[src/rtl/psc_pkg.sv]
package psc_pkg;
    typedef enum logic {
        PH_LOW  = 1'b0,
        PH_HIGH = 1'b1
    } phase_e;
endpackage

[src/rtl/psc_mode_latch.sv]
// Holds the division mode captured once per output period.
module psc_mode_latch (
    input  logic clk,
    input  logic rst,
    input  logic load,
    input  logic ratio_in,
    input  logic ctl_in,
    output logic wide_q,
    output logic extra_q
);
    always_ff @(posedge clk) begin
        if (rst || load) begin
            wide_q  <= ratio_in;
            extra_q <= ~ctl_in;   // control low asks for the extra clock
        end
    end
endmodule

[src/rtl/psc_phase_fsm.sv]
// Two-state phase controller with a shared phase counter.
module psc_phase_fsm
    import psc_pkg::*;
#(
    parameter int HALF_SMALL = 8
) (
    input  logic clk,
    input  logic rst,
    input  logic wide,
    input  logic extra,
    output logic out_q,
    output logic enter_high
);
    localparam int HALF_LARGE = 2 * HALF_SMALL;
    localparam int CW         = $clog2(HALF_LARGE + 2);

    phase_e          st, st_nxt;
    logic [CW-1:0]   cnt;
    logic [CW-1:0]   half_len;
    logic [CW-1:0]   phase_len;
    logic            term;

    always_comb begin
        half_len  = wide ? CW'(HALF_LARGE) : CW'(HALF_SMALL);
        phase_len = (st == PH_HIGH) ? half_len + CW'(extra) : half_len;
        term      = (cnt == phase_len - CW'(1));
    end

    always_comb begin
        unique case (st)
            PH_LOW:  st_nxt = term ? PH_HIGH : PH_LOW;   // LOW_DONE
            PH_HIGH: st_nxt = term ? PH_LOW  : PH_HIGH;  // HIGH_DONE
        endcase
    end

    assign enter_high = (st == PH_LOW) && term;

    // state register
    always_ff @(posedge clk) begin
        if (rst) begin
            st  <= PH_LOW;
            cnt <= '0;
        end else begin
            st  <= st_nxt;
            cnt <= term ? '0 : cnt + CW'(1);
        end
    end

    // output register
    always_ff @(posedge clk) begin
        if (rst) out_q <= 1'b0;
        else     out_q <= (st_nxt == PH_HIGH);
    end

    AST_CNT_STEP: assert property (@(posedge clk) disable iff (rst)
        (!$past(rst) && out_q == $past(out_q)) |-> cnt == $past(cnt) + CW'(1));
    AST_LOW_FIXED: assert property (@(posedge clk) disable iff (rst)
        !out_q |-> cnt < half_len);
    AST_HIGH_BOUND: assert property (@(posedge clk) disable iff (rst)
        out_q |-> cnt <= half_len);
    AST_RESET_CLEAR: assert property (@(posedge clk) disable iff (rst)
        $past(rst) |-> (!out_q && cnt == '0));
endmodule

[src/rtl/dual_mod_prescaler.sv]
module dual_mod_prescaler #(
    parameter int HALF_SMALL = 8
) (
    input  logic clk,
    input  logic rst,
    input  logic ratio_sel,
    input  logic mod_ctl,
    output logic div_out
);
    logic mode_wide;
    logic mode_extra;
    logic rise_load;

    psc_mode_latch u_mode (
        .clk      (clk),
        .rst      (rst),
        .load     (rise_load),
        .ratio_in (ratio_sel),
        .ctl_in   (mod_ctl),
        .wide_q   (mode_wide),
        .extra_q  (mode_extra)
    );

    psc_phase_fsm #(.HALF_SMALL(HALF_SMALL)) u_fsm (
        .clk        (clk),
        .rst        (rst),
        .wide       (mode_wide),
        .extra      (mode_extra),
        .out_q      (div_out),
        .enter_high (rise_load)
    );

    AST_MODE_HOLD: assert property (@(posedge clk) disable iff (rst)
        (!$past(rst) && !$rose(div_out)) |-> ($stable(mode_wide) && $stable(mode_extra)));
endmodule

[config.mk]
export PLATFORM = sky130hd
export DESIGN_NAME = dual_mod_prescaler
export DESIGN_NICKNAME = d
export VERILOG_FILES = /design/src/rtl/psc_pkg.sv /design/src/rtl/psc_mode_latch.sv /design/src/rtl/psc_phase_fsm.sv /design/src/rtl/dual_mod_prescaler.sv
export SDC_FILE = /design/constraint.sdc
export NUM_CORES = 1
export LEC_CHECK = 0
export ABC_CLOCK_PERIOD_IN_PS = 2600
export BUFFER_PORTS_ARGS = -buffer_cell sky130_fd_sc_hd__buf_2
export CAP_MARGIN = 20
export CELL_PAD_IN_SITES_DETAIL_PLACEMENT = 2
export CELL_PAD_IN_SITES_GLOBAL_PLACEMENT = 2
export CORE_AREA = 2 2 39 41
export DETAILED_ROUTE_END_ITERATION = 8
export DIE_AREA = 0 0 41 43
export PLACE_DENSITY_LB_ADDON = 0.1
export SYNTH_ARGS = -nofsm -noshare
export SYNTH_HDL_FRONTEND = slang
export SYNTH_SLANG_ARGS = --single-unit
[constraint.sdc]
create_clock -name clk -period 2.6 [get_ports clk]
set_clock_uncertainty 0.1 [all_clocks]
set_input_delay 0.52 -clock clk [delete_from_list [all_inputs] [get_ports clk]]
set_output_delay 0.52 -clock clk [all_outputs]
set_load 0.03 [all_outputs]
## Word level (Yosys, flattened, before mapping)

Cells that the tools add are included.

| cells by class | value |
|---|---|
| equal/unequal tests | 1 |
| bitwise logic cells | 2 |
| muxes and demuxes | 5 |
| reduce and logical (&&, ||, !) cells | 3 |
| add/subtract/negate cells | 3 |

Operators with widths:

| operator | count |
|---|---|
| 2-to-1 mux 5 bit | 2 |
| adder 5 x 1 -> 5 bit | 1 |
| adder 5 x 1 -> 5 bit (second input constant) | 1 |
| == test 5 bit | 1 |
| subtractor 5 x 1 -> 5 bit (second input constant) | 1 |
| 2-to-1 mux 1 bit | 2 |
| inverter 1 bit | 2 |
| case mux 1 bit (2 select lines) | 1 |
| OR reduction 2 bit | 1 |
| logical AND 1 bit | 1 |
| logical OR 1 bit | 1 |

| storage, ports and cells | value |
|---|---|
| input bits | 4 |
| register bits | 8 |
| output and inout bits | 1 |
| logic and storage cells | 18 |

## Logic depth before layout (Yosys ltp)

| logic depth | value |
|---|---|
| depth in word-level cells | 7 |
| mapped depth | 5 |
| mapped depth without buffers | 5 |

## Modules after synthesis

A second synthesis with hierarchy kept.

| unflattened totals | value |
|---|---|
| cells, all modules | 33 |
| area total of the unflattened synthesis | 341.6 um^2 |

Modules (own cells, without submodules):

| module | instances | sequential area each (um^2) | cells each | area each (um^2) |
|---|---|---|---|---|
| psc_phase_fsm | 1 | 120.1 | 29 | 271.5 |
| psc_mode_latch | 1 | 60.1 | 4 | 70.1 |

## Worst setup path after synthesis

Ideal clock, no wire load.

| path | value |
|---|---|
| kind | register to register |
| from | register u_mode.wide_q |
| to | register u_mode.extra_q (enable) |
| cell stages (with the launch flop) | 6 |
| required time | 2209 ps |
| setup time | 291 ps |
| setup slack | 608 ps |
| arrival | 1601 ps |
| clock period less this slack | 1992 ps |
| buffers on the path | 0 |
| cells stage by stage | edfxtp_1 > xnor2_1 > nand4_1 > a222oi_1 > ha_1 > or2_2 |

| on the way | value |
|---|---|
| word-level cells in the longest chain between the ends | 7 |

RTL lines:

| item | RTL line | source |
|---|---|---|
| from (decl) | psc_mode_latch.sv:8 | `output logic wide_q,` |
| from (signal assigned) | psc_mode_latch.sv:13 | `wide_q <= ratio_in;` |
| 2-to-1 mux 5 bit (*) | psc_phase_fsm.sv:24 | `half_len = wide ? CW'(HALF_LARGE) : CW'(HALF_SMALL);` |
| adder 5 x 1 -> 5 bit | psc_phase_fsm.sv:25 | `phase_len = (st == PH_HIGH) ? half_len + CW'(extra) : half_len;` |
| 2-to-1 mux 5 bit (*) | psc_phase_fsm.sv:25 |  |
| subtractor 5 x 1 -> 5 bit (*) | psc_phase_fsm.sv:26 | `term = (cnt == phase_len - CW'(1));` |
| == test 5 bit (*) | psc_phase_fsm.sv:26 |  |
| logical AND 1 bit (*) | psc_phase_fsm.sv:36 | `assign enter_high = (st == PH_LOW) && term;` |
| logical OR 1 bit (*) | psc_mode_latch.sv:12 | `if (rst \|\| load) begin` |
| to (signal assigned) | psc_mode_latch.sv:14 | `extra_q <= ~ctl_in;` |
| to (decl) | psc_mode_latch.sv:9 | `output logic extra_q` |

Every way passes the cells marked *; elsewhere a longest branch is shown, timed or not.
A chain may end at the register's enable or synchronous reset.

## Worst setup path after layout

Same ends and word-level chain as after synthesis.

==> impl_results.md <==
- Status: finished, final reports clean
- CTS Sinks: 8
- PortBufs: 4
- WL per Instance: 14.03 µm
- CTS H-tree depth: 1
- Global Route Usage Sum: between 10% and 20%
- Number of detailed-route iterations in the first pass: 4
- Initial DRC count: 4
- Total grt overflow: 0
- Clock latency on the worst-skew pair: 0.25 ns
- Placed Area: between 300 and 400 µm²
- Initial Utilization: about a quarter
- RSZ-0062 raised after global routing: no
- Peak supply drop: just under 200 µV
- Vias per cell: ~4.8
- Min-Delay Path Class: in2reg
- Ratio of cells with drive above 1 in the final layout: between 20% and 30%
- Sequential element share of the synthesized area: 52.75%
- Setup Fix Bufs, Post-CTS: 0
- Diodes inserted: 0
- Io pins: 5
- Sequential share of power: between 50% and 60%
- Startpoint types: register
- Number of global-route vias before repair: 339
- Finish-stage setup viols: 0
- WHS Endpoint: u_mode.wide_q
- Worst R2R End: u_mode.extra_q
- Slew Limit Fails: 0
- Final Instance Area: between 400 and 500 µm²
- P_int: approximately 0.0002 W
- Static Leakage: ~0.16 nW
- Row cnt: 14
- Yosys warns: 0
- Height of the die: about 43 µm
- R2r worst-path depth: 6
- Via count: approximately 280
- Worst-path maximum fanout: 6
- Crit path DAT: around 1.9 ns
- Mapped cell area: around 340 µm²
- DIE WIDTH: 41 µm
- Largest net degree at the start of global routing: 8
- Pwr/cell area: ~640 mW/mm²
- Hold Crit Start: ratio_sel
- Cts hold-fix bufs: 0
- Most common cell after layout, fill and taps aside: dfxtp_1
- Max Cap Violations: 0
- Count of final hold-check violations: 0
- Avg Inst Size Synth: between 10 and 15 µm²
- Setup TNS: 0 ns
- DRT antenna net count: 0
- Clk pwr share: a little under two fifths
- Die Area: between 0.0015 and 0.002 mm²
- Post-CTS resize count: 0
- Fmax: about 500 MHz
- Worst Hold Depth: 1
- Commonest cells after routing, fill and taps aside: dfxtp_1 (6), nor3_1 (5), buf_2 (4)
- Post-Route WL: between 800 and 900 µm
- Worst rel slew slack: around four fifths
- Clk pin slew, worst setup/hold paths: about 0.06 ns
- CTS Buf Count: 3
- Root buf cell: clkbuf_4
- Synth Instances: 33
- Sw Ratio: between 20% and 30%
- Layout area overhead: 21.61%
- First-pass GRT wire length: between 1000 and 1500 µm
- Initial antenna violation count: 0
- Post-synth ARST share: 0%
- Sw Pwr: slightly above 0.00006 W
- Worst R2R Start: u_mode.wide_q
- Syn nets: 39
- Element type at the critical path end: register
- Slew @ Worst Pin: roughly 0.30 ns
- CORE AREA: approximately 0.0014 mm²
- CP required: 2.48 ns
- Gpl congestion: a little under 0.7
- # nets final: a little under 50
- Hold_ws: around 0.34 ns
- Final Non-Filler Cells: 58
- Setup Crit Path Kind: reg2reg
- Util after Layout: 30.02%
- Final min period: approximately 2.0 ns
- Ys flop type: dfxtp_1
- Fillers: ~160
- Library cells used by synthesis: 15
- Detail Placement HPWL: around 660 µm
- Worst-case clock buffer depth: 2
- CTS tree: yes
- Part of the cycle the worst path needs: between 70% and 80%
- Flops & latches, synth: 8
- Number of synthesized flops with an enable pin: 2
- Reg2Reg Setup Slack: 0.60 ns
- Comb pwr share: 7.9%
- Post-route DRC: 0
- Placed cell count: 54
cell type report:
class                      count  area (µm²)  area share [%]
inverter                       3       11.26           2.711
timing repair buffer           5       27.53           6.627
tap                           16       20.02           4.819
sequential                     8       180.2           43.37
multi-input combinational     22       150.1           36.14
clock buffer                   4       26.28           6.325
kinds of logic (layout without fill, tap and decap cells):
group,Yosys count,after routing,share of synthesized area [%]
compound gates,1,1,2.931
xor+xnor,4,4,10.26
fa+ha+maj,2,2,7.325
buf+inv,3,12,3.296
flops,8,8,52.75
simple gates,15,15,23.44
state kept, by name (all words and copies together), names as in the netlist:
register        count
u_mode.wide_q       1
u_fsm.st            1
u_mode.extra_q      1
u_fsm.cnt           5
power by group through the flow:
stage / clock [W] / combinational (W) / sequential [W]
2_1_floorplan: 0 / 0.0000127 / 0.000144
3_3_place_gp: 0 / 0.0000194 / 0.000146
3_5_place_dp: 0 / 0.0000213 / 0.000147
4_1_cts: 0.000106 / 0.0000216 / 0.000144
5_1_grt: 0.000114 / 0.0000249 / 0.000146
6_report: 0.000101 / 0.0000209 / 0.000144
synth_stat cells, types with 2 or more instances:
| cell type | number | area share (%) |
|---|---|---|
| nand3_1 | 3 | 4.4 |
| xnor2_1 | 2 | 5.1 |
| dfxtp_1 | 6 | 35 |
| edfxtp_1 | 2 | 18 |
| ha_1 | 2 | 7.3 |
| xor2_1 | 2 | 5.1 |
| nor3_1 | 5 | 7.3 |
| inv_1 | 3 | 3.3 |
| nand4_1 | 2 | 3.7 |
worst max path at each step:
stage             startpoint        endpoint  slack [ns]  cells past startpoint
2_1_floorplan  u_mode.wide_q  u_mode.extra_q        0.61                      5
3_3_place_gp   u_mode.wide_q  u_mode.extra_q        0.77                      6
3_5_place_dp   u_mode.wide_q   u_mode.wide_q        0.66                      6
4_1_cts        u_mode.wide_q  u_mode.extra_q        0.66                      6
5_1_grt        u_mode.wide_q  u_mode.extra_q        0.47                      6
6_report       u_mode.wide_q  u_mode.extra_q        0.60                      6
per-layer routing:
| metal | vias to the layer above | part of all wire (%) | GRT usage (%) |
|---|---|---|---|
| met1 | 128 | 40 | 12.09 |
| met3 | 3 | 3.4 | 4.712 |
| li1 | 135 | - | - |
| met2 | 10 | 54 | 20.31 |
| met4 | 0 | 1.7 | 6.000 |
| met5 | - | 0 | 0 |
worst max-delay path, stage by stage (launching register included):
cell and delay (ns):
edfxtp_1 0.43, xnor2_1 0.27, nand4_1 0.13, a222oi_1 0.34
buf_4 0.21, ha_1 0.13, or2_2 0.11
stage by stage:
stage                     setup slack (ns)  power [W]
final                               0.5955  0.0002657
after global routing                0.4672  0.0002848
after CTS                           0.6599  0.0002719
after detailed placement            0.6619  0.0001683
after global placement              0.7707  0.0001651
after floorplan                     0.6079  0.0001571
(Power assumes the default switching activity.)
